**src/rtl/apb_wmon_pkg.sv**
```systemverilog
package apb_wmon_pkg;

  // Strobes the control half hands to the datapath each cycle.
  typedef struct packed {
    logic xferStart;  // setup cycle of a write
    logic waitTick;   // write access cycle with ready low
    logic commitOk;   // write commit, no error response
    logic commitErr;  // write commit with error response
    logic holdCheck;  // compare address/data against previous cycle
  } monStrobes_t;

endpackage

```
**src/rtl/apb_wmon_ctrl.sv**
```systemverilog
module apb_wmon_ctrl
  import apb_wmon_pkg::*;
(
  input  logic        clk,
  input  logic        rstN,
  input  logic        clrFlags,
  input  logic        psel,
  input  logic        penable,
  input  logic        pwrite,
  input  logic        pready,
  input  logic        pslverr,
  output monStrobes_t strobes,
  output logic        seqErr
);

  logic setupNow, accessNow, commitNow;
  logic prevLive;       // previous cycle was setup or not-ready access
  logic prevWriteLive;  // same, restricted to a write
  logic seqViol;

  assign setupNow  = psel && !penable;
  assign accessNow = psel && penable;
  assign commitNow = accessNow && pwrite && pready;

  always_ff @(posedge clk or negedge rstN) begin
    if (!rstN) begin
      prevLive      <= 1'b0;
      prevWriteLive <= 1'b0;
    end else begin
      prevLive      <= psel && !(penable && pready);
      prevWriteLive <= psel && pwrite && !(penable && pready);
    end
  end

  assign seqViol = accessNow && !prevLive;

  always_comb begin
    strobes           = '0;
    strobes.xferStart = setupNow && pwrite;
    strobes.waitTick  = accessNow && pwrite && !pready;
    strobes.commitOk  = commitNow && !pslverr;
    strobes.commitErr = commitNow && pslverr;
    strobes.holdCheck = accessNow && pwrite && prevWriteLive;
  end

  // Sticky; a new violation takes priority over a clear in the same cycle.
  always_ff @(posedge clk or negedge rstN) begin
    if (!rstN)         seqErr <= 1'b0;
    else if (seqViol)  seqErr <= 1'b1;
    else if (clrFlags) seqErr <= 1'b0;
  end

endmodule

```
**src/rtl/apb_wmon_dp.sv**
```systemverilog
module apb_wmon_dp
  import apb_wmon_pkg::*;
#(
  parameter int DATA_W  = 32,
  parameter int ADDR_W  = 8,
  parameter int IDX_W   = 3,
  parameter int IDX_LSB = 2,
  parameter int WAIT_W  = 8,
  parameter int CNT_W   = 16
) (
  input  logic                  clk,
  input  logic                  rstN,
  input  logic                  clrFlags,
  input  monStrobes_t           strobes,
  input  logic [ADDR_W-1:0]     paddr,
  input  logic [DATA_W-1:0]     pwdata,
  input  logic                  rbValid,
  input  logic [IDX_W-1:0]      rbIdx,
  input  logic [DATA_W-1:0]     rbData,
  input  logic [IDX_W-1:0]      peekIdx,
  output logic [DATA_W-1:0]     peekData,
  output logic                  notHeldErr,
  output logic                  rbMismatchErr,
  output logic [WAIT_W-1:0]     waitCnt,
  output logic                  waitCntValid,
  output logic [CNT_W-1:0]      okCommitCnt,
  output logic [CNT_W-1:0]      errCommitCnt,
  output logic [(1<<IDX_W)-1:0] hitBits
);

  localparam int NUM_REGS = 1 << IDX_W;

  logic [ADDR_W-1:0] prevAddr;
  logic [DATA_W-1:0] prevData;
  logic [IDX_W-1:0]  wrIdx;
  logic [WAIT_W-1:0] waitRun;
  logic              anyCommit;
  logic              holdViol;
  logic              rbViol;
  logic [DATA_W-1:0] shadowVec [NUM_REGS];

  assign wrIdx     = paddr[IDX_LSB +: IDX_W];
  assign anyCommit = strobes.commitOk || strobes.commitErr;
  assign holdViol  = strobes.holdCheck &&
                     ((paddr != prevAddr) || (pwdata != prevData));
  assign rbViol    = rbValid && (rbData != shadowVec[rbIdx]);
  assign peekData  = shadowVec[peekIdx];

  // Previous-cycle copy of the address and data buses.
  always_ff @(posedge clk or negedge rstN) begin
    if (!rstN) begin
      prevAddr <= '0;
      prevData <= '0;
    end else begin
      prevAddr <= paddr;
      prevData <= pwdata;
    end
  end

  // Wait-state counter, restarted by each setup, saturating.
  always_ff @(posedge clk or negedge rstN) begin
    if (!rstN) begin
      waitRun <= '0;
    end else if (strobes.xferStart) begin
      waitRun <= '0;
    end else if (strobes.waitTick && (waitRun != '1)) begin
      waitRun <= waitRun + 1'b1;
    end
  end

  always_ff @(posedge clk or negedge rstN) begin
    if (!rstN) begin
      waitCnt      <= '0;
      waitCntValid <= 1'b0;
    end else begin
      waitCntValid <= anyCommit;
      if (anyCommit) waitCnt <= waitRun;
    end
  end

  always_ff @(posedge clk or negedge rstN) begin
    if (!rstN) begin
      okCommitCnt  <= '0;
      errCommitCnt <= '0;
    end else begin
      if (strobes.commitOk)  okCommitCnt  <= okCommitCnt + 1'b1;
      if (strobes.commitErr) errCommitCnt <= errCommitCnt + 1'b1;
    end
  end

  // Sticky flags; set wins over clear.
  always_ff @(posedge clk or negedge rstN) begin
    if (!rstN) begin
      notHeldErr    <= 1'b0;
      rbMismatchErr <= 1'b0;
    end else begin
      if (holdViol)      notHeldErr <= 1'b1;
      else if (clrFlags) notHeldErr <= 1'b0;
      if (rbViol)        rbMismatchErr <= 1'b1;
      else if (clrFlags) rbMismatchErr <= 1'b0;
    end
  end

  // One shadow entry and one hit bit per register.
  for (genvar g = 0; g < NUM_REGS; g++) begin : gEntry
    logic [DATA_W-1:0] entryQ;
    logic              hitQ;
    logic              sel;

    assign sel = (wrIdx == IDX_W'(g));

    always_ff @(posedge clk or negedge rstN) begin
      if (!rstN) begin
        entryQ <= '0;
        hitQ   <= 1'b0;
      end else begin
        if (strobes.commitOk && sel) entryQ <= pwdata;
        if (anyCommit && sel)        hitQ   <= 1'b1;
      end
    end

    assign shadowVec[g] = entryQ;
    assign hitBits[g]   = hitQ;
  end

endmodule

```
**src/rtl/apb_wr_monitor.sv**
```systemverilog
module apb_wr_monitor
  import apb_wmon_pkg::*;
#(
  parameter int DATA_W  = 32,
  parameter int ADDR_W  = 8,
  parameter int IDX_W   = 3,
  parameter int IDX_LSB = 2,
  parameter int WAIT_W  = 8,
  parameter int CNT_W   = 16
) (
  input  logic                  clk,
  input  logic                  rstN,
  input  logic                  clrFlags,
  input  logic                  psel,
  input  logic                  penable,
  input  logic                  pwrite,
  input  logic [ADDR_W-1:0]     paddr,
  input  logic [DATA_W-1:0]     pwdata,
  input  logic                  pready,
  input  logic                  pslverr,
  input  logic                  rbValid,
  input  logic [IDX_W-1:0]      rbIdx,
  input  logic [DATA_W-1:0]     rbData,
  input  logic [IDX_W-1:0]      peekIdx,
  output logic [DATA_W-1:0]     peekData,
  output logic                  notHeldErr,
  output logic                  seqErr,
  output logic                  rbMismatchErr,
  output logic [WAIT_W-1:0]     waitCnt,
  output logic                  waitCntValid,
  output logic [CNT_W-1:0]      okCommitCnt,
  output logic [CNT_W-1:0]      errCommitCnt,
  output logic [(1<<IDX_W)-1:0] hitBits
);

  monStrobes_t strobes;

  apb_wmon_ctrl uCtrl (
    .clk      (clk),
    .rstN     (rstN),
    .clrFlags (clrFlags),
    .psel     (psel),
    .penable  (penable),
    .pwrite   (pwrite),
    .pready   (pready),
    .pslverr  (pslverr),
    .strobes  (strobes),
    .seqErr   (seqErr)
  );

  apb_wmon_dp #(
    .DATA_W (DATA_W), .ADDR_W (ADDR_W), .IDX_W (IDX_W),
    .IDX_LSB(IDX_LSB), .WAIT_W (WAIT_W), .CNT_W (CNT_W)
  ) uDp (
    .clk           (clk),
    .rstN          (rstN),
    .clrFlags      (clrFlags),
    .strobes       (strobes),
    .paddr         (paddr),
    .pwdata        (pwdata),
    .rbValid       (rbValid),
    .rbIdx         (rbIdx),
    .rbData        (rbData),
    .peekIdx       (peekIdx),
    .peekData      (peekData),
    .notHeldErr    (notHeldErr),
    .rbMismatchErr (rbMismatchErr),
    .waitCnt       (waitCnt),
    .waitCntValid  (waitCntValid),
    .okCommitCnt   (okCommitCnt),
    .errCommitCnt  (errCommitCnt),
    .hitBits       (hitBits)
  );

endmodule

```
**config.mk**
```make
export PLATFORM = sky130hd
export DESIGN_NAME = apb_wr_monitor
export DESIGN_NICKNAME = d
export VERILOG_FILES = /design/src/rtl/apb_wmon_pkg.sv /design/src/rtl/apb_wmon_ctrl.sv /design/src/rtl/apb_wmon_dp.sv /design/src/rtl/apb_wr_monitor.sv
export SDC_FILE = /design/constraint.sdc
export NUM_CORES = 1
export LEC_CHECK = 0
export ABC_AREA = 1
export BUFFER_PORTS_ARGS = -buffer_cell sky130_fd_sc_hd__buf_2
export CORE_MARGIN = 3
export CORE_UTILIZATION = 54
export CTS_BUF_LIST = sky130_fd_sc_hd__clkbuf_16
export CTS_CLUSTER_SIZE = 20
export DETAILED_ROUTE_END_ITERATION = 8
export PLACE_DENSITY = 0.76
export SLEW_MARGIN = 0
export SYNTH_ARGS = -nofsm -noshare
export SYNTH_HDL_FRONTEND = slang
export SYNTH_SLANG_ARGS = --single-unit
```
**constraint.sdc**
```tcl
create_clock -name clk -period 1.73 [get_ports clk]
set_input_delay 0 -clock clk [delete_from_list [all_inputs] [get_ports clk]]
set_output_delay 0 -clock clk [all_outputs]
set_load 0.02 [all_outputs]
```
==> flow_summary.toml <==
[setup_path]
slowest_delay_ns = 0.36
crit_type = "reg -> out"
rr_worst_depth = 13
cp-end-kind = "output port"
start_kind = "flop"
cp_slowest_cell = "dfrtp_1"
path_cells = "inv_1 > o21ai_0 > a221oi_2 > a31oi_2 > buf_4"
critical_path_required_ns = 1.73
critPathMaxFanout = 2
crit_arrival_ns = 1.75

[grt]
grt_util_all_layers_pct = 30.6
antenna_found_initial = 1
grt_pass1_vias = 17894
grt_pass1_wl_mm = 91.0
grt_max_degree = 69
gr-total-overflow = 0

[route]
vias_per_cell = 5.73
antenna_left = 0
avgRoutedWirePerCell_um = 17.9
drt-total-wl_mm = 56.7
drt_iter0_drc = 1808
firstDrtPassIters = 8
drc = 0
vias = 18131

[clock_tree]
clock_path_buffers = 3
cts_sinks = 358
cts_htree_levels = 2
cts_tree = "built"
clock_latency_ns = 0.53
numCtsBuffers = 39
clockRootBuffer = "clkbuf_16"
path_clk_slew_ns = 0.06

[place]
io_buffers = 170
place_ws_ns = -0.0165
gp_congestion = 0.873
dp_hpwl_mm = 34.9

[floorplanning]
row_count = 67
ios = 171
core_mm2 = 0.0339
floorplan.initialDensity_pct = 55.2
die_w_um = 192
dieHeight_um = 192
die_area_mm2 = 0.0369

[yosys]
synth_top_flop_cell = "dfrtp_1"
ys_warn_count = 0
post-synth-top-area-cell = "dfrtp_1"
synth_cells = 2478
synth_nets = 2568
synth_top_area_share_pct = 47.9
synthArstFlopShare_pct = 100
synth_area_leaders = "dfrtp_1 48%, nand2_1 14%, o21ai_0 11%"
ys_seq_elements = 358
ys_types = 40
synth_edf_count = 0
synth_area_mm2 = 0.0187
ys_seq_area_share_pct = 47.9
syn_area_per_cell_um2 = 7.55

[timing]
slew_headroom_pct = 57.3
layout_setup_ws_ns = -0.0195
hold_viol = 0
fmax_mhz = 572
skew_ns = 0.0134
finalMaxSlewViolations = 0
period_share_pct = 101
tightest_slew_ns = 0.641
rsz0062_at_grt = "true"
whs_ns = 0.0380
period_needed_ns = 1.75
setup_viol = 2

[hold_path]
min_path_type = "in -> async"

[layout]
antenna_cells = 0
nNetsFinal = 2775
layout_commonest_cell = "nand2_1"
final_cell_mix = "708 x nand2_1, 372 x o21ai_0, 355 x dfrtp_1, 221 x inv_1, 181 x nand3_1"
final_layout_size_suffix_gt1_share_pct = 15.8
areaGrowthSynthToFinish_pct = 21.2

[pwr]
power_uw = 21100
irDropWorstVdd_uv = 908
power_density_mw_per_mm2 = 930
p_leak_uw = 0.0110

[run]
max_cap_violations = 0

[status]
status = "complete, but fails checks"
violations = "setup timing"
==> synthesized netlist by cell type (8+ instances only) <==
cell type    n
inv_1      226
nand3b_1    16
o21ai_0    398
nor3_1      13
nand2_1    715
xnor2_1     29
dfrtp_1    358
nand3_1    186
a21oi_1     71
o211ai_1     8
a221oi_1    17
nor2_1     150
or2_2        9
o22ai_1     10
xor2_1      30
nand4_1      9
buf_2       28
a31oi_1     33
buf_1       13
clkbuf_1    98
buf_4       13
==> cell families (layout without fill, tap and decap cells) <==
group                      after synthesis  in the layout  synth area share [%]
muxes                                    1              1                0.0602
adders and majority gates                3              3                 0.201
and+or+nand+nor                       1124           1124                  25.2
xor gates and xnor gates                59             59                  2.76
AOI/OAI and AO/OA                      547            547                  15.5
DFF                                    358            358                  47.9
buffers and inverters                  386            622                  8.35
==> power breakdown <==
group	leakage, uW	internal [uW]	total [uW]	switching [uW]
combinational	0.00566	1400	3650	2250
sequential	0.00476	9060	9560	499
clock	0.000610	4420	7860	3440
total	0.0110	14900	21100	6190
==> stage by stage <==
stage | util (%) | TNS, ns | area (um2) | instances
2_1_floorplan | - | 0 | 18700 | 2478
3_3_place_gp | 60.6 | 0 | 20500 | 3025
3_5_place_dp | 60.6 | -0.0265 | 20500 | 3025
4_1_cts | 65.7 | -0.00229 | 22300 | 3145
5_1_grt | 66.9 | -0.501 | 22700 | 3162
6_report | 66.9 | -0.0318 | 22700 | 3162
==> state kept, by name (all words and copies together) (netlist names), 8 cells and up <==
register	flops
uDp.errCommitCnt	16
uDp.okCommitCnt	16
uDp.gEntry.entryQ	256
uDp.prevData	32
uDp.waitCnt	8
uDp.waitRun	8
uDp.gEntry.hitQ	8
uDp.prevAddr	8
==> repair_timing <==
| item | 4_1_cts | 5_1_grt |
|---|---|---|
| buffers inserted | 0 | 17 |
| resized for setup | 12 | 100 |
| endpoints found under the hold margin | 681 | 0 |
| hold buffers | 50 | 0 |
| pin swaps | 1 | 31 |
| endpoints found under the setup margin | 7 | 32 |
==> area by class of cell <==
type                       instances  area, um2
inverter                         231        871
clock buffer                      39        976
clock inverter                    31        209
sequential                       358       8960
multi-input combinational       1734       8450
timing repair buffer             321       2620
fill                            2772      11200
tap                              448        561
==> worst max-delay path: cells and delay by family, from the launching register on <==
| family | cells | cell delay [ns] |
|---|---|---|
| DFF | 1 | 0.36 |
| AOI/OAI and AO/OA | 3 | 0.60 |
| buffers and inverters | 2 | 0.26 |
==> per-layer routing <==
| metal | track usage [%] | share of wire [%] | vias to the layer above |
|---|---|---|---|
| li1 | - | - | 8445 |
| met1 | 40.6 | 40 | 8561 |
| met2 | 49.0 | 46 | 934 |
| met3 | 5.79 | 9.5 | 189 |
| met4 | 14.1 | 4.2 | 2 |
| met5 | 0 | 0.023 | - |
==> path summary, 6_finish.rpt <==
path / start / endpoint / slack (ns)
worst min register to register: uDp.gEntry[6].hitQ / uDp.gEntry[6].hitQ / 0.45
worst max register to register: uDp.waitRun[1] / uDp.waitRun[7] / 0.04
worst max-delay path: uDp.gEntry[4].entryQ[3] / peekData[3] / -0.02
worst min-delay path: rstN / uDp.gEntry[2].entryQ[28] / 0.04
min in group clk: rbData[31] / uDp.rbMismatchErr / 0.08
max in group asynchronous: rstN / uDp.errCommitCnt[2] / 0.94
(Power assumes the default switching activity.)
